**src/rtl/icmp_flag_pkg.sv**
```systemverilog
package icmp_flag_pkg;

  typedef struct packed {
    logic n;
    logic z;
    logic c;
    logic v;
  } cmpFlags_t;

  typedef struct packed {
    logic capture;
    logic useWide;
  } cmpCtrl_t;

endpackage

```
**src/rtl/icmp_flag_core.sv**
```systemverilog
module icmp_flag_core #(
  parameter int W = 32
) (
  input  logic [W-1:0]                 a,
  input  logic [W-1:0]                 b,
  output icmp_flag_pkg::cmpFlags_t     flags
);
  localparam int MSB = W - 1;

  logic [W-1:0] diff;
  logic         signA;
  logic         signB;
  logic         signR;

  always_comb begin
    diff  = a - b;
    signA = a[MSB];
    signB = b[MSB];
    signR = diff[MSB];
    flags.n = signR;
    flags.z = (diff == '0);
    flags.c = (signA & ~signB) | (signA & ~signR) | (~signB & ~signR);
    flags.v = (signA & ~signB & ~signR) | (~signA & signB & signR);
  end
endmodule

```
**src/rtl/icmp_flag_ctrl.sv**
```systemverilog
module icmp_flag_ctrl (
  input  logic                       clk,
  input  logic                       rstN,
  input  logic                       inValid,
  input  logic                       wideMode,
  output icmp_flag_pkg::cmpCtrl_t    ctrl,
  output logic                       outValid
);
  always_comb begin
    ctrl.capture = inValid;
    ctrl.useWide = wideMode;
  end

  always_ff @(posedge clk or negedge rstN) begin
    if (!rstN) outValid <= 1'b0;
    else       outValid <= inValid;
  end
endmodule

```
**src/rtl/icmp_flag_dp.sv**
```systemverilog
module icmp_flag_dp #(
  parameter int DATA_W   = 64,
  parameter int NARROW_W = 32,
  parameter int WORD_W   = 32
) (
  input  logic                       clk,
  input  logic                       rstN,
  input  icmp_flag_pkg::cmpCtrl_t    ctrl,
  input  logic [DATA_W-1:0]          opA,
  input  logic [DATA_W-1:0]          opB,
  output logic [WORD_W-1:0]          flagWord
);
  import icmp_flag_pkg::*;

  localparam int LANES  = 2;
  localparam int FLAG_W = $bits(cmpFlags_t);
  localparam int PAD_W  = WORD_W - FLAG_W;

  cmpFlags_t laneFlags [LANES];
  cmpFlags_t selFlags;

  for (genvar g = 0; g < LANES; g++) begin : gLane
    localparam int LW = (g == 0) ? NARROW_W : DATA_W;
    icmp_flag_core #(.W(LW)) uCore (
      .a     (opA[LW-1:0]),
      .b     (opB[LW-1:0]),
      .flags (laneFlags[g])
    );
  end

  always_comb selFlags = ctrl.useWide ? laneFlags[1] : laneFlags[0];

  always_ff @(posedge clk or negedge rstN) begin
    if (!rstN)             flagWord <= '0;
    else if (ctrl.capture) flagWord <= {selFlags, {PAD_W{1'b0}}};
  end
endmodule

```
**src/rtl/icmp_flag_unit.sv**
```systemverilog
module icmp_flag_unit #(
  parameter int DATA_W   = 64,
  parameter int NARROW_W = 32,
  parameter int WORD_W   = 32
) (
  input  logic              clk,
  input  logic              rstN,
  input  logic              inValid,
  input  logic              wideMode,
  input  logic [DATA_W-1:0] opA,
  input  logic [DATA_W-1:0] opB,
  output logic              outValid,
  output logic [WORD_W-1:0] flagWord
);
  icmp_flag_pkg::cmpCtrl_t ctrl;

  icmp_flag_ctrl uCtrl (
    .clk      (clk),
    .rstN     (rstN),
    .inValid  (inValid),
    .wideMode (wideMode),
    .ctrl     (ctrl),
    .outValid (outValid)
  );

  icmp_flag_dp #(.DATA_W(DATA_W), .NARROW_W(NARROW_W), .WORD_W(WORD_W)) uDp (
    .clk      (clk),
    .rstN     (rstN),
    .ctrl     (ctrl),
    .opA      (opA),
    .opB      (opB),
    .flagWord (flagWord)
  );
endmodule

```
**config.mk**
```make
export PLATFORM = sky130hd
export DESIGN_NAME = icmp_flag_unit
export DESIGN_NICKNAME = d
export VERILOG_FILES = /design/src/rtl/icmp_flag_pkg.sv /design/src/rtl/icmp_flag_core.sv /design/src/rtl/icmp_flag_ctrl.sv /design/src/rtl/icmp_flag_dp.sv /design/src/rtl/icmp_flag_unit.sv
export SDC_FILE = /design/constraint.sdc
export NUM_CORES = 1
export LEC_CHECK = 0
export ABC_AREA = 1
export ABC_CLOCK_PERIOD_IN_PS = 850
export CAP_MARGIN = 20
export CORE_MARGIN = 2
export CORE_UTILIZATION = 50
export DETAILED_ROUTE_END_ITERATION = 6
export PLACE_DENSITY_LB_ADDON = 0.12
export SYNTH_ARGS = -nofsm -noshare
export SYNTH_HDL_FRONTEND = slang
export SYNTH_SLANG_ARGS = --single-unit
```
**constraint.sdc**
```tcl
create_clock -name clk -period 0.85 [get_ports clk]
set_clock_uncertainty 0.2 [all_clocks]
set_input_delay 0.17 -clock clk [delete_from_list [all_inputs] [get_ports clk]]
set_output_delay 0.17 -clock clk [all_outputs]
set_load 0.02 [all_outputs]
```
==> results_tabular.tex <==
\begin{tabular}{lr}
\hline
Metric & Value \\
\hline
\multicolumn{2}{l}{\textbf{Clock tree}} \\
\quad Clock slew seen by the registers of the worst setup and hold paths & 40 ps \\
\quad Total clock buffers created by CTS & 3 \\
\quad Clock tree root buffer cell & sky130\_fd\_sc\_hd\_\_clkbuf\_16 \\
\quad Clock latency on the worst-skew pair & 230 ps \\
\quad Max Buffers Root-to-Sink & 2 \\
\quad Number of levels the H-tree was split into & 1 \\
\quad Clock tree from TritonCTS & built \\
\quad Clock Sinks & 5 \\
\multicolumn{2}{l}{\textbf{Pwr}} \\
\quad Peak VDD IR & 0.647 mV \\
\quad Leakage & 7.46 nW \\
\quad Cell Pwr Density & 812 mW/mm2 \\
\multicolumn{2}{l}{\textbf{Placement}} \\
\quad Global placer's final weighted congestion & 1.04 \\
\quad Detailed-placement wirelength estimate & 21700 um \\
\quad Port Buffers & 136 \\
\quad Placed instance area & 0.0107 mm2 \\
\multicolumn{2}{l}{\textbf{STA}} \\
\quad Final hold violation count & 5 \\
\quad Final min period & 3080 ps \\
\quad Minimum setup slack in the final design & -2230 ps \\
\quad Max Transition Viols Final & 0 \\
\quad Final-layout worst hold slack & -28.0 ps \\
\quad Number of failing setup endpoints in the final timing report & 10 \\
\quad RSZ-0062 raised after global routing & true \\
\quad F\_max & 324 MHz \\
\quad Final cycle utilization of the critical path & 363\% \\
\multicolumn{2}{l}{\textbf{Worst setup path}} \\
\quad Stage delay of the slowest cell on the critical path & 580 ps \\
\quad Crit-path most repeated cell & sky130\_fd\_sc\_hd\_\_buf\_6 \\
\quad Kind of end point of the critical path & flop \\
\quad Kind of critical path & in -> reg \\
\quad Worst path required time & 790 ps \\
\quad Maximum fanout count along the critical path & 3 \\
\quad Arrival time of the worst setup path & 3020 ps \\
\quad Crit-path slowest cell & sky130\_fd\_sc\_hd\_\_fa\_2 \\
\quad CP Launch Type & input pin \\
\multicolumn{2}{l}{\textbf{Layout}} \\
\quad Area delta synth->final & 70.7\% \\
\quad Total inserted antenna cells & 0 \\
\quad Leading cell types in the layout, fill and taps excluded & 479 x sky130\_fd\_sc\_hd\_\_nand2\_1, 309 x sky130\_fd\_sc\_hd\_\_inv\_1, 242 x sky130\_fd\_sc\_hd\_\_buf\_4 \\
\quad Filler cell count in the final layout & 818 \\
\quad Final-stage net count & 2058 \\
\quad Core occupancy in the finished layout & 86.7\% \\
\quad Proportion of layout cells with a drive suffix above 1 & 36.8\% \\
\quad Most common library cell in the layout ignoring fill and taps & sky130\_fd\_sc\_hd\_\_nand2\_1 \\
\quad Final standard cell area without fillers & 0.0119 mm2 \\
\multicolumn{2}{l}{\textbf{Logic synthesis}} \\
\quad Share of synthesized area occupied by flip-flops and latches & 1.79\% \\
\quad Synth Area in Adders & 12.4\% \\
\quad Area fraction in and, or, nand and nor cells after synthesis & 53.3\% \\
\quad Synthesis-stage register bit count & 5 \\
\quad Syn. warnings & 0 \\
\quad Post-synthesis cell type count & 35 \\
\quad Number of instances in the synthesized netlist & 1463 \\
\quad Largest cells by area after synthesis & sky130\_fd\_sc\_hd\_\_nand2\_1 32\%, sky130\_fd\_sc\_hd\_\_inv\_1 21\%, sky130\_fd\_sc\_hd\_\_ha\_1 12\% \\
\quad Cell Area, Synth & 0.00700 mm2 \\
\quad Average footprint of a synthesized cell & 4.78 um2 \\
\quad Share of the synthesized area in compound gates (AO/OA/AOI/OAI) & 4.88\% \\
\quad Multiplexer area fraction after synthesis & 0\% \\
\quad Cell taking the most area after synthesis & sky130\_fd\_sc\_hd\_\_nand2\_1 \\
\quad Combinational family with the most area after synthesis & simple AND/OR/NAND/NOR gates \\
\quad Top cell type's share of synthesized area & 31.8\% \\
\quad Fraction of synthesized cell area in xor and xnor cells & 2.75\% \\
\multicolumn{2}{l}{\textbf{Routing}} \\
\quad Via count normalized by instance count & 5.38 \\
\quad Number of violations reported at the end of detailed-routing iteration 0 & 1436 \\
\quad Initial DRT Pass Iterations & 7 \\
\quad Residual DRC & 62 \\
\quad Number of vias in the routed layout & 10969 \\
\quad DRT Wirelength & 32100 um \\
\quad Average detailed-routed wire length per instance & 15.7 um \\
\quad Number of nets with antenna violations after routing & 0 \\
\multicolumn{2}{l}{\textbf{GRT}} \\
\quad Remaining global-route overflow & 0 \\
\quad Initial antenna violation count & 0 \\
\quad Overall track demand over capacity in global routing & 33.2\% \\
\quad Pin count of the biggest net entering global routing & 6 \\
\quad Number of global-route vias before repair & 9118 \\
\quad Wire length of the first global-routing pass & 40200 um \\
\multicolumn{2}{l}{\textbf{Min path}} \\
\quad Worst min-delay path class & in -> async \\
\multicolumn{2}{l}{\textbf{Floorplanning}} \\
\quad Die area & 0.0150 mm2 \\
\quad Starting density of the core & 50.8\% \\
\quad Top Ports & 165 \\
\quad Number of core rows & 43 \\
\quad Die Wd & 122 um \\
\quad Die Ht & 122 um \\
\quad Core area & 0.0138 mm2 \\
\multicolumn{2}{l}{\textbf{Run}} \\
\quad Max Cap Violations & 0 \\
\multicolumn{2}{l}{\textbf{Run status}} \\
\quad Run status & complete, but fails checks \\
\quad Violations in the final reports & DRC, hold timing, setup timing \\
\hline
\end{tabular}
[what timing repair did]
action,4_1_cts,5_1_grt
resized for setup,188,332
endpoints found under the setup margin,9,10
pin swaps,46,124
buffers inserted,28,35
endpoints found under the hold margin,5,5
[final timing paths]
path,endpoint,startpoint,cells after the start,slack [ps]
hold reg to reg,uDp.flagWord[30]$_DFFE_PN0P_,uDp.flagWord[30]$_DFFE_PN0P_,3,410
hold / removal,uCtrl.outValid$_DFF_PN0_,rstN,1,-30
max in group asynchronous,uDp.flagWord[28]$_DFFE_PN0P_,rstN,1,270
setup / recovery,uDp.flagWord[28]$_DFFE_PN0P_,opB[16],25,-2230
min in group clk,uDp.flagWord[28]$_DFFE_PN0P_,opB[31],6,320
setup reg to reg,uDp.flagWord[28]$_DFFE_PN0P_,uDp.flagWord[28]$_DFFE_PN0P_,3,-130
[stage by stage]
step | instances | worst slack (ps) | setup TNS (ps) | power [W]
2_1_floorplan | 1490 | -1960 | -6170 | 0.00436
3_3_place_gp | 1971 | -2680 | -12030 | 0.00706
3_5_place_dp | 1971 | -2770 | -12370 | 0.00722
4_1_cts | 2003 | -2400 | -9220 | 0.00835
5_1_grt | 2037 | -2450 | -10080 | 0.0102
6_report | 2037 | -2230 | -9380 | 0.00969
[flip-flops by register name, summed over array words and instances (netlist names)]
register	count
uDp.flagWord	4
uCtrl.outValid	1
[routing by layer]
| metal | up-vias | part of all wire [%] | GRT usage, % | wire, um |
|---|---|---|---|---|
| met5 | - | 0 | 0 | 0 |
| met4 | 0 | 6.6 | 10.5 | 2110 |
| met3 | 268 | 13 | 3.44 | 4010 |
| met2 | 842 | 45 | 57.4 | 14400 |
| met1 | 4853 | 36 | 43.1 | 11600 |
| li1 | 5006 | - | - | - |
[cell usage after synthesis, drive strengths merged]
library cell and instances:
nand2 627, inv 404, nor2 132, ha 66, nand3 55, a21oi 45
buf 28, nand4 18, nor3 16, xor2 16, o21ai 15, nand3b 11
xnor2 6, and2 5, dfrtp 5, clkinv 3, o21bai 3, and3 2
fa 2, a31o 1, a31oi 1, conb 1, nor4 1
[cell type report]
type | count | area (um2) | area share, %
flip-flops and latches | 5 | 125 | 1.05
clock buffers | 3 | 75.1 | 0.628
clock inverters | 1 | 5.00 | 0.0419
repair buffers | 391 | 3280 | 27.5
inverters | 407 | 1580 | 13.2
well taps | 180 | 225 | 1.89
multi-input cells | 1050 | 6650 | 55.7
[report_power, final]
part	switching (W)	leakage, nW	total [W]	internal, W
Sequential	0.0000206	0.0615	0.000286	0.000265
Combinational	0.00474	7.36	0.00860	0.00386
Clock	0.000188	0.0409	0.000806	0.000618
[cell families (layout without fill, tap and decap cells)]
logic type | count (synthesis) | count (layout)
compound gates | 65 | 65
xor+xnor | 22 | 22
fa+ha+maj | 68 | 68
buf+inv | 435 | 802
flops | 5 | 5
other cells | 1 | 28
simple gates | 867 | 867
[worst max-delay path, delay by kind of cell]
kind	cells	cell delay, ps
simple gates	12	910
fa+ha+maj	2	780
buf+inv	8	700
compound gates	3	450
Note: power is estimated with default switching activity, not from simulation.
